$ cat config.mk
export PLATFORM = sky130hd
export DESIGN_NAME = alarm_comparator
export DESIGN_NICKNAME = d
export VERILOG_FILES = /design/src/rtl/alarm_pkg.sv /design/src/rtl/alarm_field_match.sv /design/src/rtl/alarm_day_match.sv /design/src/rtl/alarm_wr_gate.sv /design/src/rtl/alarm_flag_ctrl.sv /design/src/rtl/alarm_comparator.sv
export SDC_FILE = /design/constraint.sdc
export NUM_CORES = 1
export LEC_CHECK = 0
export BUFFER_PORTS_ARGS = -buffer_cell sky130_fd_sc_hd__buf_2
export CAP_MARGIN = 20
export CORE_MARGIN = 5
export CORE_UTILIZATION = 23
export DETAILED_ROUTE_END_ITERATION = 8
export GPL_ROUTABILITY_DRIVEN = 0
export PLACE_DENSITY = 0.61
export SYNTH_ARGS = -nofsm -noshare
export SYNTH_HDL_FRONTEND = slang
export SYNTH_SLANG_ARGS = --single-unit
export TNS_END_PERCENT = 20
$ cat constraint.sdc
create_clock -name clk -period 1.85 [get_ports clk]
set_input_delay 0.555 -clock clk [delete_from_list [all_inputs] [get_ports clk]]
set_output_delay 0.555 -clock clk [all_outputs]
set_load 0.02 [all_outputs]
$ cat src/rtl/alarm_pkg.sv
// Package: alarm_pkg
// Field positions and widths of the alarm word. Only positions the match
// logic decodes are listed; every module takes them from here.
package alarm_pkg;
    localparam int WORD_W    = 32;
    localparam int SEC_LSB   = 0;
    localparam int SEC_W     = 7;
    localparam int SEC_DC    = 7;
    localparam int MIN_LSB   = 8;
    localparam int MIN_W     = 7;
    localparam int MIN_DC    = 15;
    localparam int HOUR_LSB  = 16;
    localparam int HOUR_W    = 6;
    localparam int PM_BIT    = 22;
    localparam int HOUR_DC   = 23;
    localparam int DAY_LSB   = 24;
    localparam int DATE_W    = 6;
    localparam int WDAY_W    = 4;
    localparam int DAY_SEL   = 30;
    localparam int DAY_DC    = 31;
    localparam int CUR_WDAY_W = 3;
endpackage

$ cat src/rtl/alarm_field_match.sv
// Module: alarm_field_match
// Compares one BCD field of the calendar against its target value.
// A set don't-care bit forces a hit. Purely combinational; assumes both
// operands use the same encoding and width.
module alarm_field_match #(
    parameter int W = 7
) (
    input  logic [W-1:0] cur_val,
    input  logic [W-1:0] tgt_val,
    input  logic         dont_care,
    output logic         hit
);
    // Hit when masked or equal.
    always_comb begin
        hit = dont_care | (cur_val == tgt_val);
    end
endmodule

$ cat src/rtl/alarm_day_match.sv
// Module: alarm_day_match
// Decodes the shared day field as weekday code or BCD day of month
// according to the selector. Weekday code 0 is invalid and never hits.
// Assumes the weekday input uses 1..7 coding.
module alarm_day_match
    import alarm_pkg::*;
(
    input  logic [DATE_W-1:0]     cur_date,
    input  logic [CUR_WDAY_W-1:0] cur_wday,
    input  logic [DATE_W-1:0]     day_field,
    input  logic                  use_wday,
    input  logic                  dont_care,
    output logic                  hit
);
    logic [WDAY_W-1:0] wday_code;
    logic              wday_hit;
    logic              date_hit;

    // Extract weekday code from the low bits of the day field.
    always_comb begin
        wday_code = day_field[WDAY_W-1:0];
    end

    // Weekday comparison, rejecting the invalid code.
    always_comb begin
        wday_hit = (wday_code != '0) &&
                   (wday_code == {{(WDAY_W-CUR_WDAY_W){1'b0}}, cur_wday});
    end

    // Day-of-month comparison on the full BCD field.
    always_comb begin
        date_hit = (day_field == cur_date);
    end

    // Select interpretation and apply don't-care.
    always_comb begin
        hit = dont_care | (use_wday ? wday_hit : date_hit);
    end
endmodule

$ cat src/rtl/alarm_wr_gate.sv
// Module: alarm_wr_gate
// Generates the write-allowed status: counts clock edges with the alarm
// disabled and reports permission once SYNC_CYCLES have elapsed. Any
// cycle with the enable high restarts the wait and blocks writes at once.
module alarm_wr_gate #(
    parameter int SYNC_CYCLES = 2
) (
    input  logic clk,
    input  logic rst_n,
    input  logic alm_en,
    output logic wr_ok
);
    localparam int CW = $clog2(SYNC_CYCLES + 1);
    localparam logic [CW-1:0] LIMIT = CW'(SYNC_CYCLES);

    logic [CW-1:0] wait_cnt;

    // Count disabled cycles up to the limit; restart while enabled.
    always_ff @(posedge clk) begin
        if (!rst_n) begin
            wait_cnt <= '0;
        end else if (alm_en) begin
            wait_cnt <= '0;
        end else if (wait_cnt != LIMIT) begin
            wait_cnt <= wait_cnt + 1'b1;
        end
    end

    // Permission only after the wait and never while enabled.
    always_comb begin
        wr_ok = (wait_cnt == LIMIT) && !alm_en;
    end
endmodule

$ cat src/rtl/alarm_flag_ctrl.sv
// Module: alarm_flag_ctrl
// Holds the sticky alarm flag. Sets it on the rising edge of the
// qualified match and clears it on a clear write of the configured
// polarity; a set on the same edge takes precedence.
module alarm_flag_ctrl #(
    parameter bit CLR_BY_ONE = 1'b0
) (
    input  logic clk,
    input  logic rst_n,
    input  logic match_now,
    input  logic clr_wr,
    input  logic clr_val,
    output logic flag
);
    logic match_q;
    logic match_rise;
    logic clr_hit;

    // Remember last cycle's match for edge detection.
    always_ff @(posedge clk) begin
        if (!rst_n) begin
            match_q <= 1'b0;
        end else begin
            match_q <= match_now;
        end
    end

    // Decode edge and clear request.
    always_comb begin
        match_rise = match_now && !match_q;
        clr_hit    = clr_wr && (clr_val == CLR_BY_ONE);
    end

    // Sticky flag with set priority.
    always_ff @(posedge clk) begin
        if (!rst_n) begin
            flag <= 1'b0;
        end else if (match_rise) begin
            flag <= 1'b1;
        end else if (clr_hit) begin
            flag <= 1'b0;
        end
    end
endmodule

$ cat src/rtl/alarm_comparator.sv
// Module: alarm_comparator
// Top of the calendar alarm unit: stores the alarm word behind the write
// gate, compares each calendar field under its don't-care bit, and
// drives the sticky flag and interrupt. Assumes calendar inputs are
// valid BCD and change synchronously to clk.
module alarm_comparator
    import alarm_pkg::*;
#(
    parameter int SYNC_CYCLES = 2,
    parameter bit CLR_BY_ONE  = 1'b0
) (
    input  logic              clk,
    input  logic              rst_n,
    input  logic [SEC_W-1:0]  cur_sec,
    input  logic [MIN_W-1:0]  cur_min,
    input  logic [HOUR_W-1:0] cur_hour,
    input  logic              cur_pm,
    input  logic [DATE_W-1:0] cur_date,
    input  logic [CUR_WDAY_W-1:0] cur_wday,
    input  logic              fmt_12h,
    input  logic              alm_en,
    input  logic              alm_ie,
    input  logic              word_wr,
    input  logic [WORD_W-1:0] word_wdata,
    input  logic              flag_clr_wr,
    input  logic              flag_clr_val,
    output logic [WORD_W-1:0] alarm_word,
    output logic              alarm_flag,
    output logic              alarm_irq,
    output logic              wr_allowed
);
    localparam int HPM_W = HOUR_W + 1;

    logic             sec_hit;
    logic             min_hit;
    logic             hour_hit;
    logic             day_hit;
    logic             full_match;
    logic [HPM_W-1:0] hour_cur;
    logic [HPM_W-1:0] hour_tgt;

    alarm_wr_gate #(.SYNC_CYCLES(SYNC_CYCLES)) u_gate (
        .clk    (clk),
        .rst_n  (rst_n),
        .alm_en (alm_en),
        .wr_ok  (wr_allowed)
    );

    // Alarm word storage, updated only when writes are permitted.
    always_ff @(posedge clk) begin
        if (!rst_n) begin
            alarm_word <= '0;
        end else if (word_wr && wr_allowed) begin
            alarm_word <= word_wdata;
        end
    end

    alarm_field_match #(.W(SEC_W)) u_sec (
        .cur_val   (cur_sec),
        .tgt_val   (alarm_word[SEC_LSB +: SEC_W]),
        .dont_care (alarm_word[SEC_DC]),
        .hit       (sec_hit)
    );

    alarm_field_match #(.W(MIN_W)) u_min (
        .cur_val   (cur_min),
        .tgt_val   (alarm_word[MIN_LSB +: MIN_W]),
        .dont_care (alarm_word[MIN_DC]),
        .hit       (min_hit)
    );

    // Fold the PM bit into the hour compare only in 12-hour mode.
    always_comb begin
        hour_cur = {cur_pm & fmt_12h, cur_hour};
        hour_tgt = {alarm_word[PM_BIT] & fmt_12h,
                    alarm_word[HOUR_LSB +: HOUR_W]};
    end

    alarm_field_match #(.W(HPM_W)) u_hour (
        .cur_val   (hour_cur),
        .tgt_val   (hour_tgt),
        .dont_care (alarm_word[HOUR_DC]),
        .hit       (hour_hit)
    );

    alarm_day_match u_day (
        .cur_date  (cur_date),
        .cur_wday  (cur_wday),
        .day_field (alarm_word[DAY_LSB +: DATE_W]),
        .use_wday  (alarm_word[DAY_SEL]),
        .dont_care (alarm_word[DAY_DC]),
        .hit       (day_hit)
    );

    // Qualified match: all fields hit and the alarm is enabled.
    always_comb begin
        full_match = alm_en && sec_hit && min_hit && hour_hit && day_hit;
    end

    alarm_flag_ctrl #(.CLR_BY_ONE(CLR_BY_ONE)) u_flag (
        .clk       (clk),
        .rst_n     (rst_n),
        .match_now (full_match),
        .clr_wr    (flag_clr_wr),
        .clr_val   (flag_clr_val),
        .flag      (alarm_flag)
    );

    // Interrupt gated by its enable.
    always_comb begin
        alarm_irq = alarm_flag && alm_ie;
    end
endmodule

==> results of run 1 <==
-- layer usage --
metal,track usage,wire (um),share of wire,up-vias
met5,0,0,0,-
met4,0.0292,48,0.0094,0
met3,0.0395,398,0.078,5
met2,0.187,2470,0.48,59
met1,0.124,2190,0.43,768
li1,-,-,-,880
-- critical path: cells and delay by family --
| family | cells | cell delay, ns |
|---|---|---|
| compound gates | 2 | 0.34 |
| simple gates | 2 | 0.82 |
| buf+inv | 1 | 0.10 |
| xor+xnor | 1 | 0.14 |
-- power groups by stage --
stage,clock network (mW),logic (mW),registers [mW]
4_1_cts,0.606,0.176,0.788
3_3_place_gp,0,0.170,0.806
2_1_floorplan,0,0.0671,0.811
3_5_place_dp,0,0.173,0.806
5_1_grt,0.636,0.199,0.789
6_report,0.570,0.177,0.788
-- metrics by stage --
stage | utilization | std cells | setup slack (ns)
finish | 0.341 | 411 | 0.0900
global route | 0.341 | 411 | -0.0338
CTS | 0.336 | 411 | 0.0307
detailed placement | 0.323 | 403 | -0.241
global placement | 0.323 | 403 | -0.208
floorplan | - | 208 | 0.0380
-- kinds of logic after synthesis --
group / after synthesis / synth area share
and+or+nand+nor: 82 / 0.196
xor gates and xnor gates: 30 / 0.150
buffers and inverters: 17 / 0.0486
DFF: 36 / 0.412
AOI/OAI and AO/OA: 42 / 0.186
adders and majority gates: 1 / 0.00715
-- placed cells by master (no fill, tap or decap) --
master,n
a211oi_2,1
a21boi_0,2
a21boi_1,30
a21oi_1,2
a31oi_2,1
a41o_1,1
a41oi_1,1
a41oi_2,1
and2_1,2
buf_2,103
buf_4,8
clkbuf_1,2
clkbuf_8,6
dfxtp_1,36
ha_2,1
inv_1,2
nand2_1,66
nand2b_1,1
nor2_1,5
nor2b_1,1
nor2b_4,1
nor4_1,2
nor4_2,2
nor4b_1,1
o211ai_1,1
o21bai_1,1
o31ai_2,1
or4_4,1
xnor2_1,10
xor2_1,20
-- registers in the layout, indices dropped and copies added, names as in the netlist --
signal           count
u_flag.match_q       1
alarm_word          32
u_gate.wait_cnt      2
u_flag.flag          1
-- what timing repair did --
item | 4_1_cts | 5_1_grt
setup endpoints to repair | 1 | 2
pin swaps | 0 | 1
gates resized for setup | 2 | 6
-- path summary, 6_finish.rpt --
check	from	endpoint	slack (ns)	cells past startpoint
min reg2reg	u_flag.match_q$_SDFF_PN0_	u_flag.flag$_SDFFE_PN0P_	0.43	1
min	u_flag.match_q$_SDFF_PN0_	u_flag.flag$_SDFFE_PN0P_	0.43	1
max	cur_sec[0]	u_flag.flag$_SDFFE_PN0P_	0.09	6
max reg2reg	alarm_word[0]$_SDFFE_PN0P_	u_flag.flag$_SDFFE_PN0P_	0.11	5
-- final cells by class --
| class | count | area [um2] | area share |
|---|---|---|---|
| Timing Repair Buffer | 111 | 576 | 0.231 |
| Tap cell | 99 | 124 | 0.0496 |
| Clock buffer | 8 | 90.1 | 0.0361 |
| Multi-Input combinational cell | 155 | 978 | 0.392 |
| Sequential cell | 36 | 721 | 0.289 |
| Inverter | 2 | 7.51 | 0.00301 |
==> impl_metrics.tcl, run 1 <==
set metrics [dict create \
    run_status "completed" \
    syn-cell-area_um2 1750 \
    yosysUniqueCellTypes 26 \
    fraction_of_synthesized_cell_area_taken_by_the_top_area_cell_type 0.412 \
    design.core.area_um2 7330 \
    synth.cells.most_frequent "66 x nand2_1, 36 x dfxtp_1, 30 x a21boi_1, 20 x xor2_1, 10 x xnor2_1" \
    grt_pass1_vias 1748 \
    power.density_cell_area_nw_per_um2 615 \
    hold-worst-slack_ns 0.432 \
    hpwlAfterDp_um 4000 \
    p_clk_frac 0.371 \
    leakage_nw 1.15 \
    synth_top_flop_cell "dfxtp_1" \
    fp.dieW_um 97.2 \
    ant_nets 0 \
    critPathArrivalTime_ns 1.96 \
    total_of_hold_buffers_inserted_after_clock_tree_synthesis 0 \
    via_count 1712 \
    postSynthNetCount 279 \
    critical-path-max-stage-delay_ns 0.52 \
    cp_data_required_time_ns 2.05 \
    cts_num_sinks 36 \
    post-cts-setup-buffers 0 \
    timing.final.hold_violations 0 \
    ctsRootBufferMaster "clkbuf_8" \
    synth_edf_count 0 \
    area_growth_pct 42.7 \
    port_buffer_count 104 \
    routed_via_density 4.17 \
    timing.hold.worst.class "reg2reg" \
    maxSlewHeadroom 0.771 \
    worst_path_max_delay_cell "or4_4" \
    final_min_period_over_clock_period 0.951 \
    cp-start-kind "primary input" \
    clkLatencyLatePin_ns 0.28 \
    max_cap_violations 0 \
    grt.overflow.total 0 \
    wl_um 5110 \
    power.share.switching 0.229 \
    drt_first_pass_iters 2 \
    pin_count_of_the_biggest_net_entering_global_routing 35 \
    final_nets 382 \
    yosysMostFrequentCell "nand2_1" \
    synth-seq-area-share 0.412 \
    cts-root-to-sink-buffers 2 \
    design_power_total_mw 1.53 \
    cts_buffers 5 \
    power.combinational.fraction 0.115 \
    cts-htree-levels 2 \
    placementRows 31 \
    clk_pin_slew_worst_paths_ns 0.07 \
    dieArea_um2 9450 \
    grt_antenna_before_repair 0 \
    switching_power_uw 351 \
    initial_utilization 0.239 \
    tightestPinTransition_ns 0.339 \
    grt_first_pass_wirelength_um 8400 \
    io_pins 105 \
    aggregate_global_route_resource_usage 0.108 \
    fillers 806 \
    fmax_mhz 568 \
    gate_count_post_synth 208 \
    cp_capture_type "register" \
    timing.critical_path.cells "buf_2 -> xor2_1 -> nor4_2 -> a41oi_2 -> or4_4 -> o31ai_2" \
    syn_warnings 0 \
    internal_power_mw 1.18 \
    finalInstanceArea_um2 2500 \
    first_iter_violations 11 \
    yosys_register_bits 36 \
    synth_top_cell_by_area "dfxtp_1" \
    worst_ir_drop_vdd_uv 243 \
    antennaDiodeCount 0 \
    post_synth_main_area_contributors "dfxtp_1 41%, nand2_1 14%, a21boi_1 13%" \
    syn_area_per_cell_um2 8.41 \
    critPathKind "in2reg" \
    drt_drc_violations_left 0 \
    tritoncts "done" \
    critical_path.max_fanout 2 \
    finalWorstPathRequiredPeriod_ns 1.76 \
    dpl_cell_area_um2 2370 \
    fin_setup_tns_ns 0 \
    finalSetupViolations 0 \
    ys_async_sr_fraction 0 \
    drive_above_1_share 0.404 \
    post_drt_wl_per_cell_um 12.4 \
    fp.dieH_um 97.2 \
    slew_viol_final 0 \
    timing.clock.skew_ns 0.00349 \
    portion_of_total_power_attributed_to_sequential_cells 0.514 \
]
Power figures use the tool's default switching activity.
==> run 2: changes to the inputs <==
Settings changed: PLACE_DENSITY 0.61 to 0.52.
==> run 2 against run 1 <==
  * Clock power rose by 2%
  * Final cell count fell by 0.49%
  * Clock skew rose by 0.0023 ns
  * Maximum frequency fell by 0.21%
  * Die area did not move
  * Sequential power barely moved
  * Critical endpoint unchanged
  * Largest cell class unchanged
  * Largest power group unchanged
  * Highest routed layer unchanged
==> impl_metrics.tcl, run 2 (synthesized netlist as in run 1, its figures left out) <==
set metrics [dict create \
    fmax_mhz 567 \
    timing.clock.skew_ns 0.00581 \
    final_cells 409 \
    layout.cells.most_common "buf_2" \
    worstHoldEndpoint "u_flag.flag$_SDFFE_PN0P_" \
    r2r-end "u_flag.flag$_SDFFE_PN0P_" \
    dieArea_um2 9450 \
    worst_ir_drop_vdd_uv 190 \
    drive_above_1_share 0.394 \
    first_iter_violations 43 \
    post_drt_wl_per_cell_um 12.3 \
    grt_first_pass_wirelength_um 8450 \
    fp.dieH_um 97.2 \
    cp-start-kind "primary input" \
    layout_common_cells "104 x buf_2, 66 x nand2_1, 36 x dfxtp_1, 30 x a21boi_1, 20 x xor2_1" \
    hold-worst-slack_ns 0.435 \
    post-cts-setup-buffers 0 \
    cts_num_sinks 36 \
    rsz0062_at_grt "yes" \
    max_cap_violations 0 \
    cp_capture_type "register" \
    placement.setup.worst_slack_ns -0.283 \
    cts_buffers 5 \
    run_status "completed" \
    finalWorstPathRequiredPeriod_ns 1.76 \
    ctsRootBufferMaster "clkbuf_8" \
    pin_count_of_the_biggest_net_entering_global_routing 35 \
    final_nets 380 \
    tightestPinTransition_ns 0.363 \
    via_count 1704 \
    timing.hold.worst.start "u_flag.match_q$_SDFF_PN0_" \
    critical_path.reg2reg.startpoint "alarm_word[14]$_SDFFE_PN0P_" \
    final_min_period_over_clock_period 0.953 \
    wl_um 5020 \
    cts-root-to-sink-buffers 2 \
    fillers 788 \
    finalSetupViolations 0 \
    leakage_nw 1.14 \
    initial_utilization 0.239 \
    total_of_hold_buffers_inserted_after_clock_tree_synthesis 0 \
    top_register "alarm_word" \
    crit_path_start "cur_min[6]" \
    post-route-worst-setup-slack_ns 0.0862 \
    port_buffer_count 104 \
    slew_viol_final 0 \
    critical_path.max_fanout 2 \
    critPathArrivalTime_ns 1.97 \
    cts-htree-levels 2 \
    placementRows 31 \
    maxSlewHeadroom 0.755 \
    timing.hold.worst.class "reg2reg" \
    rr_worst_depth 5 \
    io_pins 105 \
    cp_data_required_time_ns 2.05 \
    drt_drc_violations_left 0 \
    critPathKind "in2reg" \
    clkLatencyLatePin_ns 0.28 \
    fp.dieW_um 97.2 \
    hpwlAfterDp_um 3860 \
    drt_first_pass_iters 3 \
    tritoncts "done" \
    clk_pin_slew_worst_paths_ns 0.07 \
    post_cts.resized_instances 1 \
    area_growth_pct 40.8 \
    min_delay_path_depth 1 \
    dpl_cell_area_um2 2350 \
    timing.reg2reg.setup_slack_ns 0.10 \
    finalInstanceArea_um2 2460 \
    antennaDiodeCount 0 \
    layout_top_registers "alarm_word x32, u_gate.wait_cnt x2" \
    aggregate_global_route_resource_usage 0.109 \
    grt_antenna_before_repair 0 \
    grt_pass1_vias 1782 \
    placed_cells 401 \
    power.density_cell_area_nw_per_um2 625 \
    timing.final.hold_violations 0 \
    grt.overflow.total 0 \
    ant_nets 0 \
    number_of_flip_flops_under_the_largest_register_name 32 \
    design.core.area_um2 7330 \
    routed_via_density 4.17 \
]
==> run 2: area by class of cell <==
class | instances | area, um2 | share of cell area
clock buffers | 7 | 86.3 | 0.0350
repair buffers | 109 | 558 | 0.227
clock inverters | 1 | 7.51 | 0.00305
flip-flops and latches | 36 | 721 | 0.293
inverters | 2 | 7.51 | 0.00305
well taps | 99 | 124 | 0.0503
multi-input cells | 155 | 960 | 0.390
==> run 2: worst max-delay path, cell delays in order <==
cell     delay (ns)
buf_2          0.10
xor2_1         0.13
nor4_1         0.36
a41oi_1        0.20
or4_4          0.45
o31ai_2        0.17
==> run 2: where the power goes <==
part	switching (mW)	internal [mW]	total, mW
logic	0.0739	0.0960	0.170
clock network	0.280	0.303	0.583
registers	0.00624	0.782	0.788
total	0.360	1.18	1.54
==> run 2: how the worst max path moves through the flow <==
stage	end	cells after the start
after global routing	u_flag.flag$_SDFFE_PN0P_	5
after CTS	u_flag.flag$_SDFFE_PN0P_	5
after global placement	u_flag.flag$_SDFFE_PN0P_	6
after floorplan	alarm_word[0]$_SDFFE_PN0P_	8
final	u_flag.flag$_SDFFE_PN0P_	6
after detailed placement	u_flag.flag$_SDFFE_PN0P_	6
==> run 2: routing by layer <==
metal / GRT usage / vias up / part of all wire
met5: 0 / - / 0
met1: 0.120 / 757 / 0.42
met2: 0.197 / 61 / 0.48
met3: 0.0388 / 5 / 0.087
met4: 0.0324 / 0 / 0.0086
li1: - / 881 / -
==> run 2: metrics by stage <==
stage / util / total power, mW / TNS (ns)
6_report: 0.336 / 1.54 / 0
5_1_grt: 0.336 / 1.63 / -0.0358
4_1_cts: 0.334 / 1.58 / 0
3_5_place_dp: 0.321 / 0.978 / -0.473
3_3_place_gp: 0.321 / 0.976 / -0.459
2_1_floorplan: - / 0.878 / 0
==> run 3: changes to the inputs <==
Settings changed: REMOVE_ABC_BUFFERS from default to 1.
==> run 3 against run 2 <==
  * Final cell count shrank 0.49%
  * Sequential cell count is the same
  * Power hardly changed
  * Combinational power about the same
  * Cell area shrank 0.25%
  * Sequential share of layout area rose by 0.074 points
  * Largest cell class unchanged
  * Utilization fell by 0.085 points
==> impl_metrics.tcl, run 3 (synthesized netlist as in run 1, its figures left out) <==
set metrics [dict create \
    power.density_cell_area_nw_per_um2 627 \
    post_drt_wl_per_cell_um 12.5 \
    number_of_flip_flops_under_the_largest_register_name 32 \
    total_of_hold_buffers_inserted_after_clock_tree_synthesis 0 \
    wl_um 5070 \
    layout.cells.most_common "buf_2" \
    routed_via_density 4.14 \
    cp.buffers_inverters 1 \
    crit_path_end "u_flag.flag$_SDFFE_PN0P_" \
    drt_drc_violations_left 0 \
    crit_path_start "cur_hour[4]" \
    fp.dieH_um 97.2 \
    hpwlAfterDp_um 3700 \
    critical_path.reg2reg.startpoint "alarm_word[20]$_SDFFE_PN0P_" \
    min_delay_path_depth 1 \
    dieArea_um2 9450 \
    drt_first_pass_iters 3 \
    grt_first_pass_wirelength_um 8440 \
    cp_num_cells 6 \
    antennaDiodeCount 0 \
    grt_pass1_vias 1828 \
    design.core.area_um2 7330 \
    aggregate_global_route_resource_usage 0.108 \
    fp.dieW_um 97.2 \
    tightestPinTransition_ns 0.359 \
    layout_top_registers "alarm_word x32, u_gate.wait_cnt x2" \
    timing.critical_path.cells "buf_2 -> xor2_1 -> nor4_1 -> a21oi_1 -> or4_4 -> o31ai_2" \
    final_nets 378 \
    timing.hold.worst.class "reg2reg" \
    dpl_cell_area_um2 2350 \
    worst_path_max_delay_cell "or4_4" \
    run_status "completed" \
    first_iter_violations 31 \
    cts-htree-levels 2 \
    ant_nets 0 \
    layout_common_cells "104 x buf_2, 66 x nand2_1, 36 x dfxtp_1, 30 x a21boi_1, 20 x xor2_1" \
    timing.final.hold_violations 0 \
    worst_ir_drop_vdd_uv 273 \
    final_min_period_over_clock_period 0.960 \
    rsz0062_at_grt "yes" \
    tritoncts "done" \
    hold-worst-slack_ns 0.429 \
    via_count 1685 \
    slew_viol_final 0 \
    pin_count_of_the_biggest_net_entering_global_routing 35 \
    critPathKind "in2reg" \
    cp-start-kind "primary input" \
    maxSlewHeadroom 0.758 \
    cts-root-to-sink-buffers 2 \
    port_buffer_count 104 \
    grt.overflow.total 0 \
    critical-path-max-stage-delay_ns 0.55 \
    finalWorstPathRequiredPeriod_ns 1.78 \
    ctsRootBufferMaster "clkbuf_8" \
    timing.reg2reg.setup_slack_ns 0.09 \
    io_pins 105 \
    r2r-end "u_flag.flag$_SDFFE_PN0P_" \
    cp_capture_type "register" \
    leakage_nw 1.13 \
    area_growth_pct 40.5 \
    top_register "alarm_word" \
    timing.critical_path.max_delay_family "simple AND/OR/NAND/NOR gates" \
    post_cts.resized_instances 1 \
    critical_path.max_fanout 2 \
    cts_num_sinks 36 \
    cts_buffers 5 \
    grt_antenna_before_repair 0 \
    rr_worst_depth 5 \
    max_cap_violations 0 \
    timing.clock.skew_ns 0.00231 \
    drive_above_1_share 0.386 \
    finalSetupViolations 0 \
    cp_data_required_time_ns 2.05 \
    fin_setup_tns_ns 0 \
    post-cts-setup-buffers 0 \
    clk_pin_slew_worst_paths_ns 0.07 \
    finalInstanceArea_um2 2460 \
    fillers 782 \
    fmax_mhz 563 \
    clkLatencyLatePin_ns 0.28 \
    initial_utilization 0.239 \
    critPathArrivalTime_ns 1.98 \
    placementRows 31 \
]
run 3: metrics by stage:
| stage | setup slack [ns] | util | instances | total power, mW |
|---|---|---|---|---|
| 3_5_place_dp | -0.245 | 0.321 | 399 | 0.978 |
| 6_report | 0.0742 | 0.335 | 407 | 1.54 |
| 5_1_grt | -0.00617 | 0.335 | 407 | 1.63 |
| 2_1_floorplan | -0.0993 | - | 193 | 0.870 |
| 3_3_place_gp | -0.275 | 0.321 | 399 | 0.977 |
| 4_1_cts | 0.0306 | 0.333 | 407 | 1.58 |
run 3: worst min-delay path by stage:
stage | to | from
2_1_floorplan | u_flag.flag$_SDFFE_PN0P_ | u_flag.match_q$_SDFF_PN0_
3_3_place_gp | u_flag.flag$_SDFFE_PN0P_ | u_flag.match_q$_SDFF_PN0_
3_5_place_dp | u_flag.flag$_SDFFE_PN0P_ | u_flag.match_q$_SDFF_PN0_
4_1_cts | u_flag.flag$_SDFFE_PN0P_ | u_flag.match_q$_SDFF_PN0_
5_1_grt | u_flag.flag$_SDFFE_PN0P_ | u_flag.match_q$_SDFF_PN0_
6_report | u_flag.flag$_SDFFE_PN0P_ | u_flag.match_q$_SDFF_PN0_
run 3: where the power goes:
group          internal [mW]  switching, mW  leakage, nW  total (mW)
sequential             0.782        0.00614        0.290       0.788
combinational         0.0962         0.0756        0.799       0.172
clock                  0.304          0.278       0.0455       0.582
run 3: layout make-up:
class                   count  area (um2)  share of cell area
well taps                  99         124              0.0504
clock buffers               8        90.1              0.0367
flip-flops and latches     36         721               0.293
multi-input cells         155         960               0.391
repair buffers            107         556               0.226
inverters                   2        7.51             0.00305
run 3: metal layers:
| metal | wire (um) | vias to the layer above | global-route usage |
|---|---|---|---|
| met2 | 2220 | 68 | 0.177 |
| met4 | 17 | 0 | 0.0259 |
| met5 | 0 | - | 0 |
| li1 | - | 873 | - |
| met3 | 548 | 2 | 0.0459 |
| met1 | 2290 | 742 | 0.130 |
